$ cat src/rtl/eo_pkg.sv
package eo_pkg;
  typedef enum logic {
    MRG_PAIR = 1'b0,
    MRG_ODD  = 1'b1
  } mrg_state_t;

  localparam int PATHS = 2;
endpackage

$ cat src/rtl/eo_delay.sv
module eo_delay #(
  parameter int W = 16
) (
  input  logic         clk,
  input  logic         rst,
  input  logic         in_valid,
  input  logic         in_clear,
  input  logic [W-1:0] in_re,
  input  logic [W-1:0] in_im,
  output logic [W-1:0] out_re,
  output logic [W-1:0] out_im
);
  logic [W-1:0] hold_re, hold_im;

  always_ff @(posedge clk) begin
    if (rst) begin
      hold_re <= '0;
      hold_im <= '0;
    end else if (in_valid) begin
      hold_re <= in_re;
      hold_im <= in_im;
    end
  end

  // A cleared history presents zero as x[-1] for the sync sample
  assign out_re = in_clear ? '0 : hold_re;
  assign out_im = in_clear ? '0 : hold_im;
endmodule

$ cat src/rtl/eo_dec2.sv
module eo_dec2 #(
  parameter int W = 16,
  localparam int OW = W + 1
) (
  input  logic          clk,
  input  logic          rst,
  input  logic          in_valid,
  input  logic          in_first,
  input  logic [W-1:0]  in_re,
  input  logic [W-1:0]  in_im,
  output logic          res_valid,
  output logic [OW-1:0] res_re,
  output logic [OW-1:0] res_im
);
  logic [W-1:0] prev_re, prev_im;
  logic         phase;

  function automatic logic [OW-1:0] add_ext(input logic [W-1:0] a, input logic [W-1:0] b);
    return {a[W-1], a} + {b[W-1], b};
  endfunction

  always_ff @(posedge clk) begin
    if (rst) begin
      prev_re   <= '0;
      prev_im   <= '0;
      phase     <= 1'b0;
      res_valid <= 1'b0;
      res_re    <= '0;
      res_im    <= '0;
    end else begin
      res_valid <= 1'b0;
      if (in_valid) begin
        prev_re <= in_re;
        prev_im <= in_im;
        if (in_first) begin
          phase <= 1'b1;
        end else if (phase) begin
          res_valid <= 1'b1;
          res_re    <= add_ext(in_re, prev_re);
          res_im    <= add_ext(in_im, prev_im);
          phase     <= 1'b0;
        end else begin
          phase <= 1'b1;
        end
      end
    end
  end
endmodule

$ cat src/rtl/eo_merge.sv
module eo_merge #(
  parameter int OW = 17
) (
  input  logic          clk,
  input  logic          rst,
  input  logic          ev_valid,
  input  logic [OW-1:0] ev_re,
  input  logic [OW-1:0] ev_im,
  input  logic          od_valid,
  input  logic [OW-1:0] od_re,
  input  logic [OW-1:0] od_im,
  output logic          out_valid,
  output logic          out_odd,
  output logic [OW-1:0] out_re,
  output logic [OW-1:0] out_im
);
  import eo_pkg::*;

  mrg_state_t    state;
  logic          ev_full, od_full;
  logic [OW-1:0] evb_re, evb_im, odb_re, odb_im;
  logic          ev_ready, od_ready;

  assign ev_ready = ev_full | ev_valid;
  assign od_ready = od_full | od_valid;

  always_ff @(posedge clk) begin
    if (rst) begin
      state     <= MRG_PAIR;
      ev_full   <= 1'b0;
      od_full   <= 1'b0;
      evb_re    <= '0;
      evb_im    <= '0;
      odb_re    <= '0;
      odb_im    <= '0;
      out_valid <= 1'b0;
      out_odd   <= 1'b0;
      out_re    <= '0;
      out_im    <= '0;
    end else begin
      out_valid <= 1'b0;
      if (state == MRG_ODD) begin
        out_valid <= 1'b1;
        out_odd   <= 1'b1;
        out_re    <= odb_re;
        out_im    <= odb_im;
        od_full   <= 1'b0;
        state     <= MRG_PAIR;
        if (ev_valid) begin
          ev_full <= 1'b1;
          evb_re  <= ev_re;
          evb_im  <= ev_im;
        end
      end else if (ev_ready && od_ready) begin
        out_valid <= 1'b1;
        out_odd   <= 1'b0;
        out_re    <= ev_full ? evb_re : ev_re;
        out_im    <= ev_full ? evb_im : ev_im;
        ev_full   <= 1'b0;
        od_full   <= 1'b1;
        if (od_valid) begin
          odb_re <= od_re;
          odb_im <= od_im;
        end
        state <= MRG_ODD;
      end else begin
        if (ev_valid) begin
          ev_full <= 1'b1;
          evb_re  <= ev_re;
          evb_im  <= ev_im;
        end
        if (od_valid) begin
          od_full <= 1'b1;
          odb_re  <= od_re;
          odb_im  <= od_im;
        end
      end
    end
  end
endmodule

$ cat src/rtl/eo_interleave.sv
module eo_interleave #(
  parameter int W = 16,
  localparam int OW = W + 1
) (
  input  logic          clk,
  input  logic          rst,
  input  logic          in_valid,
  input  logic          in_sync,
  input  logic [W-1:0]  in_re,
  input  logic [W-1:0]  in_im,
  output logic          out_valid,
  output logic          out_odd,
  output logic [OW-1:0] out_re,
  output logic [OW-1:0] out_im
);
  import eo_pkg::*;

  logic          first;
  logic [W-1:0]  dly_re, dly_im;
  logic [W-1:0]  p_in_re  [PATHS];
  logic [W-1:0]  p_in_im  [PATHS];
  logic          p_vld    [PATHS];
  logic [OW-1:0] p_re     [PATHS];
  logic [OW-1:0] p_im     [PATHS];

  assign first = in_valid & in_sync;

  eo_delay #(.W(W)) u_delay (
    .clk(clk), .rst(rst), .in_valid(in_valid), .in_clear(first),
    .in_re(in_re), .in_im(in_im), .out_re(dly_re), .out_im(dly_im)
  );

  // path 0 yields even-time results from the delayed input, path 1 odd-time results
  for (genvar p = 0; p < PATHS; p++) begin : g_path
    if (p == 0) begin : g_even
      assign p_in_re[p] = dly_re;
      assign p_in_im[p] = dly_im;
    end else begin : g_odd
      assign p_in_re[p] = in_re;
      assign p_in_im[p] = in_im;
    end

    eo_dec2 #(.W(W)) u_dec (
      .clk(clk), .rst(rst), .in_valid(in_valid), .in_first(first),
      .in_re(p_in_re[p]), .in_im(p_in_im[p]),
      .res_valid(p_vld[p]), .res_re(p_re[p]), .res_im(p_im[p])
    );
  end

  eo_merge #(.OW(OW)) u_merge (
    .clk(clk), .rst(rst),
    .ev_valid(p_vld[0]), .ev_re(p_re[0]), .ev_im(p_im[0]),
    .od_valid(p_vld[1]), .od_re(p_re[1]), .od_im(p_im[1]),
    .out_valid(out_valid), .out_odd(out_odd), .out_re(out_re), .out_im(out_im)
  );
endmodule

$ cat config.mk
export PLATFORM = sky130hd
export DESIGN_NAME = eo_interleave
export DESIGN_NICKNAME = d
export VERILOG_FILES = /design/src/rtl/eo_pkg.sv /design/src/rtl/eo_delay.sv /design/src/rtl/eo_dec2.sv /design/src/rtl/eo_merge.sv /design/src/rtl/eo_interleave.sv
export SDC_FILE = /design/constraint.sdc
export NUM_CORES = 1
export LEC_CHECK = 0
export ABC_AREA = 1
export CORE_MARGIN = 4
export CORE_UTILIZATION = 57
export CTS_CLUSTER_DIAMETER = 80
export CTS_CLUSTER_SIZE = 14
export DETAILED_ROUTE_END_ITERATION = 8
export PLACE_DENSITY = 0.89
export RECOVER_POWER = 50
export SYNTH_ARGS = -nofsm -noshare
export SYNTH_HDL_FRONTEND = slang
export SYNTH_SLANG_ARGS = --single-unit
$ cat constraint.sdc
create_clock -name clk -period 2.9 [get_ports clk]
set_input_delay 0.58 -clock clk [delete_from_list [all_inputs] [get_ports clk]]
set_output_delay 0.58 -clock clk [all_outputs]
set_load 0.1 [all_outputs]
==> run_results.csv, run 1 <==
group,metric,value,unit
floorplan,die-area,24800,um2
outcome,failed_checks,"max-capacitance violations, max-slew violations",
synth,synth_fp_nets,2019,
clocking,cts_tree,"built",
floorplan,die_x,157,um
timing,period_share,93.7,%
synth,synth_top_cell_by_area,"dfxtp_1",
power,p_leak,6.51,nW
outcome,status,"complete, but fails checks",
clocking,cts_resized,0,
hold_path,holdCritPathClass,"reg -> reg",
final_layout,final_area,13900,um2
timing,worst_slew_pin_slew,1720,ps
synth,synth_seq_cells,243,
synth,syn_area,12700,um2
drt,drt_iter0_drc,875,
critical_path,critPathArrivalTime,3030,ps
final_layout,antenna-diode-count,0,
floorplan,chipHeight,157,um
drt,routed_via_density,5.36,
drt,vias,12000,
timing,period_needed,2720,ps
drt,drt-pass1-iter-count,5,
final_layout,drive_above_1_share,3.82,%
floorplan,io_pins,72,
power,p_per_area,497,nW/um2
synth,ys_warn_count,0,
final_layout,fillers,2024,
synth,yosysMostFrequentCell,"nand2_1",
clocking,numCtsBuffers,21,
synth,synthArstFlopShare,0,%
power,total_power,6.91,mW
critical_path,worst-path-max-fanout,17,
timing,setup_viol,0,
synth,synth_top_area_share,38.2,%
placement,post_dp_cell_area,13500,um2
critical_path,crit_required,3220,ps
timing,hold_viol,0,
placement,dp_cells,2218,
placement,hpwlAfterDp,24.2,mm
global_routing,grt_pass1_vias,11000,
synth,synthTopCellsByCount,"nand2_1, inv_1, dfxtp_1",
timing,fin_setup_tns,0,ps
timing,fin_skew,12.2,ps
global_routing,grt_usage,26.4,%
final_layout,syn2layout_area_growth,9.19,%
final_layout,nNetsFinal,2065,
global_routing,antenna_found_initial,0,
timing,timing.final.ws_setup,183,ps
clocking,holdBufCountCts,0,
critical_path,end_kind,"register",
critical_path,crit_type,"in -> reg",
global_routing,overflow,0,
placement,portBuffers,71,
drt,route.detailed.drc,0,
synth,ys_top_cells_by_area,"dfxtp_1, nand2_1, inv_1, a21oi_1, ha_1",
clocking,max-clock-path-buffers,3,
power,peakVddDrop,0.315,mV
synth,syn-instance-count,1915,
drt,ant_nets,0,
drt,wire_per_inst,14.9,um
final_layout,fin_util,63.5,%
clocking,cts.clk_slew.worst_paths,60,ps
job,drv_cap,2,
drt,wirelength,33.3,mm
floorplan,std_cell_rows,54,
clocking,clock_sinks,243,
synth,yosysSeqAreaShare,38.2,%
synth,avgSynthCellArea,6.65,um2
clocking,clk_latency,500,ps
floorplan,initial_core_util,58.2,%
clocking,cts_root_buf,"clkbuf_16",
global_routing,grt_max_degree,99,
timing,hold_ws,456,ps
timing,max_slew_margin,-14.9,%
global_routing,grt_pass1_wl,54.0,mm
timing,rsz0062_at_grt,"no",
final_layout,final_cells,2241,
timing,fmax,368,MHz
placement,gp_congestion,0.938,
floorplan,core,21900,um2
synth,ys_types,31,
timing,drv_slew,170,
synth,ys.flop_type,"dfxtp_1",
placement,place_ws,-4.48,ps
clocking,cts_max_level,1,
synth,synth_edf_count,0,
critical_path,critPathLaunchType,"input port",
clocking,post_cts_buffers,0,
==> power by group <==
part / internal, mW / leakage [nW] / switching, mW / total [mW]
Clock: 1.29 / 0.267 / 1.19 / 2.47
Combinational: 0.328 / 4.27 / 0.598 / 0.927
Sequential: 3.44 / 1.97 / 0.0719 / 3.51
Total: 5.05 / 6.51 / 1.86 / 6.91
==> final cells by class <==
| class | count | area (um2) | share of cell area [%] |
|---|---|---|---|
| well taps | 280 | 350 | 2.52 |
| clock buffers | 21 | 526 | 3.78 |
| flip-flops and latches | 243 | 4870 | 35.0 |
| clock inverters | 2 | 13.8 | 0.0990 |
| inverters | 273 | 1030 | 7.41 |
| repair buffers | 98 | 694 | 4.99 |
| multi-input cells | 1324 | 6430 | 46.2 |
==> logic make-up (layout without fill, tap and decap cells) <==
| kind of cell | after synthesis | in the layout | share of synthesized area, % |
|---|---|---|---|
| compound gates | 391 | 391 | 15.7 |
| buf+inv | 348 | 394 | 11.2 |
| fa+ha+maj | 68 | 68 | 6.92 |
| simple gates | 855 | 855 | 27.2 |
| flops | 243 | 243 | 38.2 |
| mux | 2 | 2 | 0.177 |
| xor+xnor | 8 | 8 | 0.550 |
==> worst paths after layout <==
| kind | cells past startpoint | slack (ps) | from | to |
|---|---|---|---|---|
| setup / recovery | 9 | 180 | in_sync | g_path[1].u_dec.res_re[1] |
| hold / removal | 2 | 460 | g_path[0].u_dec.res_re[16] | g_path[0].u_dec.res_re[16] |
| setup reg to reg | 5 | 350 | u_merge.state | u_merge.out_re[11] |
| hold reg to reg | 2 | 460 | g_path[0].u_dec.res_re[16] | g_path[0].u_dec.res_re[16] |
==> registers in the layout, summed over array words and instances, names as in the netlist <==
name	cells
u_merge.out_valid	1
u_merge.state	1
g_path.u_dec.prev_re	32
g_path.u_dec.res_im	34
g_path.u_dec.phase	2
u_merge.ev_full	1
u_merge.evb_re	17
u_merge.odb_re	17
g_path.u_dec.prev_im	32
u_merge.out_re	17
u_merge.out_odd	1
u_merge.evb_im	17
g_path.u_dec.res_re	34
u_merge.out_im	17
g_path.u_dec.res_valid	2
u_merge.odb_im	17
u_merge.od_full	1
==> critical path, stage by stage <==
cell and delay, ps:
clkdlybuf4s50_1 420, clkbuf_1 160, nor2_8 140, inv_4 60, nor2_1 470, inv_2 40
nand2_1 100, clkbuf_1 810, o21ai_0 240
==> cells in the final DEF (no fill, tap or decap), types with 4 or more instances in the layout <==
cell type | synthesis | layout
inv_2 | 10 | 7
a21oi_1 | 170 | 170
nand2_1 | 625 | 626
nor3_1 | 17 | 17
clkbuf_1 | 37 | 39
buf_4 | 8 | 21
o22ai_1 | 4 | 4
a31oi_1 | 34 | 34
or2_2 | 4 | 4
ha_1 | 64 | 64
o21ai_1 | 40 | 39
nand3b_1 | 8 | 8
inv_1 | 260 | 262
nand2_2 | 5 | 4
nand3_1 | 76 | 76
nor2_4 | 4 | 4
xnor2_1 | 8 | 8
dfxtp_1 | 243 | 242
o21ai_0 | 143 | 144
clkbuf_16 | 0 | 21
clkdlybuf4s50_1 | 0 | 34
nor2_1 | 108 | 110
fa_1 | 4 | 4
and2_1 | 4 | 4
==> per-layer routing <==
layer / track usage [%] / vias up / part of all wire (%)
li1: - / 6141 / -
met1: 38.1 / 5420 / 48
met2: 41.9 / 402 / 43
met3: 4.37 / 38 / 7.7
met4: 5.61 / 0 / 1.5
met5: 0 / - / 0
Power figures use the tool's default switching activity.
==> run 2: changes to the inputs <==
CORE_ASPECT_RATIO = 1.25   (was not set)
GPL_TIMING_DRIVEN = 0   (was not set)
TNS_END_PERCENT = 100   (was not set)
==> run 2 against run 1 <==
The run now ends clean. Cell count increased by 2.0%. Via count rose by 3.0%. Largest power group unchanged. Utilization increased by 1.9 points. Wire length up 5.4%. Largest cell class unchanged. Highest routed layer unchanged. Final area rose by 2.5%. Sequential share of layout area decreased by 0.86 points. Register-to-register slack gained 140 ps.
==> run_results.csv, run 2 (synthesized netlist as in run 1, its figures left out) <==
group,metric,value,unit
drt,wirelength,35.1,mm
timing,period_needed,2750,ps
drt,ant_nets,0,
global_routing,grt_max_degree,15,
final_layout,drive_above_1_share,3.99,%
drt,drt_iter0_drc,961,
floorplan,io_pins,72,
global_routing,grt_pass1_vias,11800,
critical_path,crit_type,"in -> reg",
clocking,clk_latency,510,ps
clocking,cts_tree,"built",
clocking,cts_root_buf,"clkbuf_16",
outcome,status,"finished, final reports clean",
critical_path,critPathArrivalTime,3210,ps
timing,hold_viol,0,
critical_path,end_kind,"register",
timing,rsz0062_at_grt,"no",
clocking,cts.clk_slew.worst_paths,70,ps
timing,fin_setup_tns,0,ps
job,drv_cap,0,
clocking,clock_sinks,243,
clocking,cts_max_level,1,
placement,gp_congestion,0.929,
floorplan,chipHeight,175,um
critical_path,slowest_stage,"nor2_1",
final_layout,fin_util,65.5,%
global_routing,grt_pass1_wl,56.6,mm
floorplan,die-area,24800,um2
timing,worst_slew_pin_slew,975,ps
final_layout,nNetsFinal,2112,
drt,wl_met2,16.4,mm
critical_path,crit_required,3350,ps
drt,top_layer,"met4",
final_layout,largest_registers,"g_path.u_dec.res_im: 34 flops, g_path.u_dec.res_re: 34 flops",
final_layout,syn2layout_area_growth,11.9,%
clocking,max-clock-path-buffers,3,
global_routing,overflow,0,
final_layout,layout_commonest_cell,"nand2_1",
drt,wl_met1,14.8,mm
floorplan,core,21800,um2
drt,routed_via_density,5.41,
global_routing,grt_usage,27.7,%
floorplan,initial_core_util,58.5,%
timing,fin_skew,20.5,ps
critical_path,path_cells,"clkdlybuf4s50_1 -> inv_1 -> nor2_1 -> inv_4 -> nor2_1 -> nand2_2 -> inv_2 -> buf_2 -> nand3_1 -> nand2_1",
floorplan,die_x,142,um
drt,drt-pass1-iter-count,5,
critical_path,crit_top_cell,"nor2_1",
placement,hpwlAfterDp,27.6,mm
power,p_leak,6.63,nW
clocking,holdBufCountCts,0,
final_layout,antenna-diode-count,0,
hold_path,holdCritPathClass,"reg -> reg",
global_routing,antenna_found_initial,0,
power,peakVddDrop,0.492,mV
floorplan,std_cell_rows,60,
timing,drv_slew,0,
timing,period_share,94.9,%
drt,route.met3.wl,2.41,mm
clocking,numCtsBuffers,21,
placement,portBuffers,70,
drt,route.detailed.drc,0,
power,p_per_area,486,nW/um2
drt,wire_per_inst,15.4,um
timing,fmax,363,MHz
final_layout,mostFrequentLayoutCells,"nand2_1, inv_1, dfxtp_1, a21oi_1, o21ai_0",
critical_path,critPathLaunchType,"input port",
critical_path,worst_path_largest_cell_delay,570,ps
drt,vias,12400,
timing,max_slew_margin,34.8,%
timing,setup_viol,0,
critical_path,worst-path-max-fanout,10,
==> run 2: cell type report <==
cell class                      instances  area, um2
Multi-Input combinational cell       1324       6410
Tap cell                              279        349
Inverter                              273       1030
Fill cell                            1926       7520
Clock inverter                          1       11.3
Timing Repair Buffer                   70        699
Clock buffer                           21        526
Sequential cell                       243       4860
Buffer                                 75        362
==> run 2: metal layers <==
layer | global-route usage, % | vias to the layer above
li1 | - | 6243
met1 | 35.3 | 5588
met2 | 47.0 | 443
met3 | 3.26 | 87
met4 | 12.5 | 0
met5 | 0 | -
==> run 2: stage by stage <==
step	instances	setup WS [ps]	power [mW]	hold WS, ps	cell area (um2)
3_3_place_gp	2264	-693	4.48	439	13800
3_5_place_dp	2264	-759	4.50	444	13800
5_1_grt	2286	75.6	7.16	468	14300
2_1_floorplan	1915	531	4.21	421	12700
6_report	2286	148	6.93	451	14300
4_1_cts	2286	62.5	6.92	455	14300
==> run 2: timing repair <==
action | CTS | global route
pin swaps | 0 | 0
setup buffers | 0 | 0
endpoints found under the setup margin | 12 | 1
gates resized for setup | 4 | 5
==> run 2: path summary, 6_finish.rpt <==
kind	start	endpoint	slack, ps	cells after the start
worst max-delay path	in_valid	g_path[1].u_dec.res_re[14]	150	10
worst min-delay path	g_path[0].u_dec.res_re[9]	g_path[0].u_dec.res_re[9]	450	2
worst max register to register	u_merge.ev_full	u_merge.out_re[15]	490	8
worst min register to register	g_path[0].u_dec.res_re[9]	g_path[0].u_dec.res_re[9]	450	2
==> run 2: worst max-delay path: cells and delay by family <==
kind	cells	cell delay [ps]
simple gates	5	1460
buf+inv	5	1140
==> run 2: where the power goes <==
part / leakage (nW) / internal [mW] / switching [mW] / total, mW
Sequential: 1.97 / 3.44 / 0.0757 / 3.51
Combinational: 4.39 / 0.321 / 0.612 / 0.933
Clock: 0.265 / 1.29 / 1.20 / 2.49
Total: 6.63 / 5.05 / 1.89 / 6.93
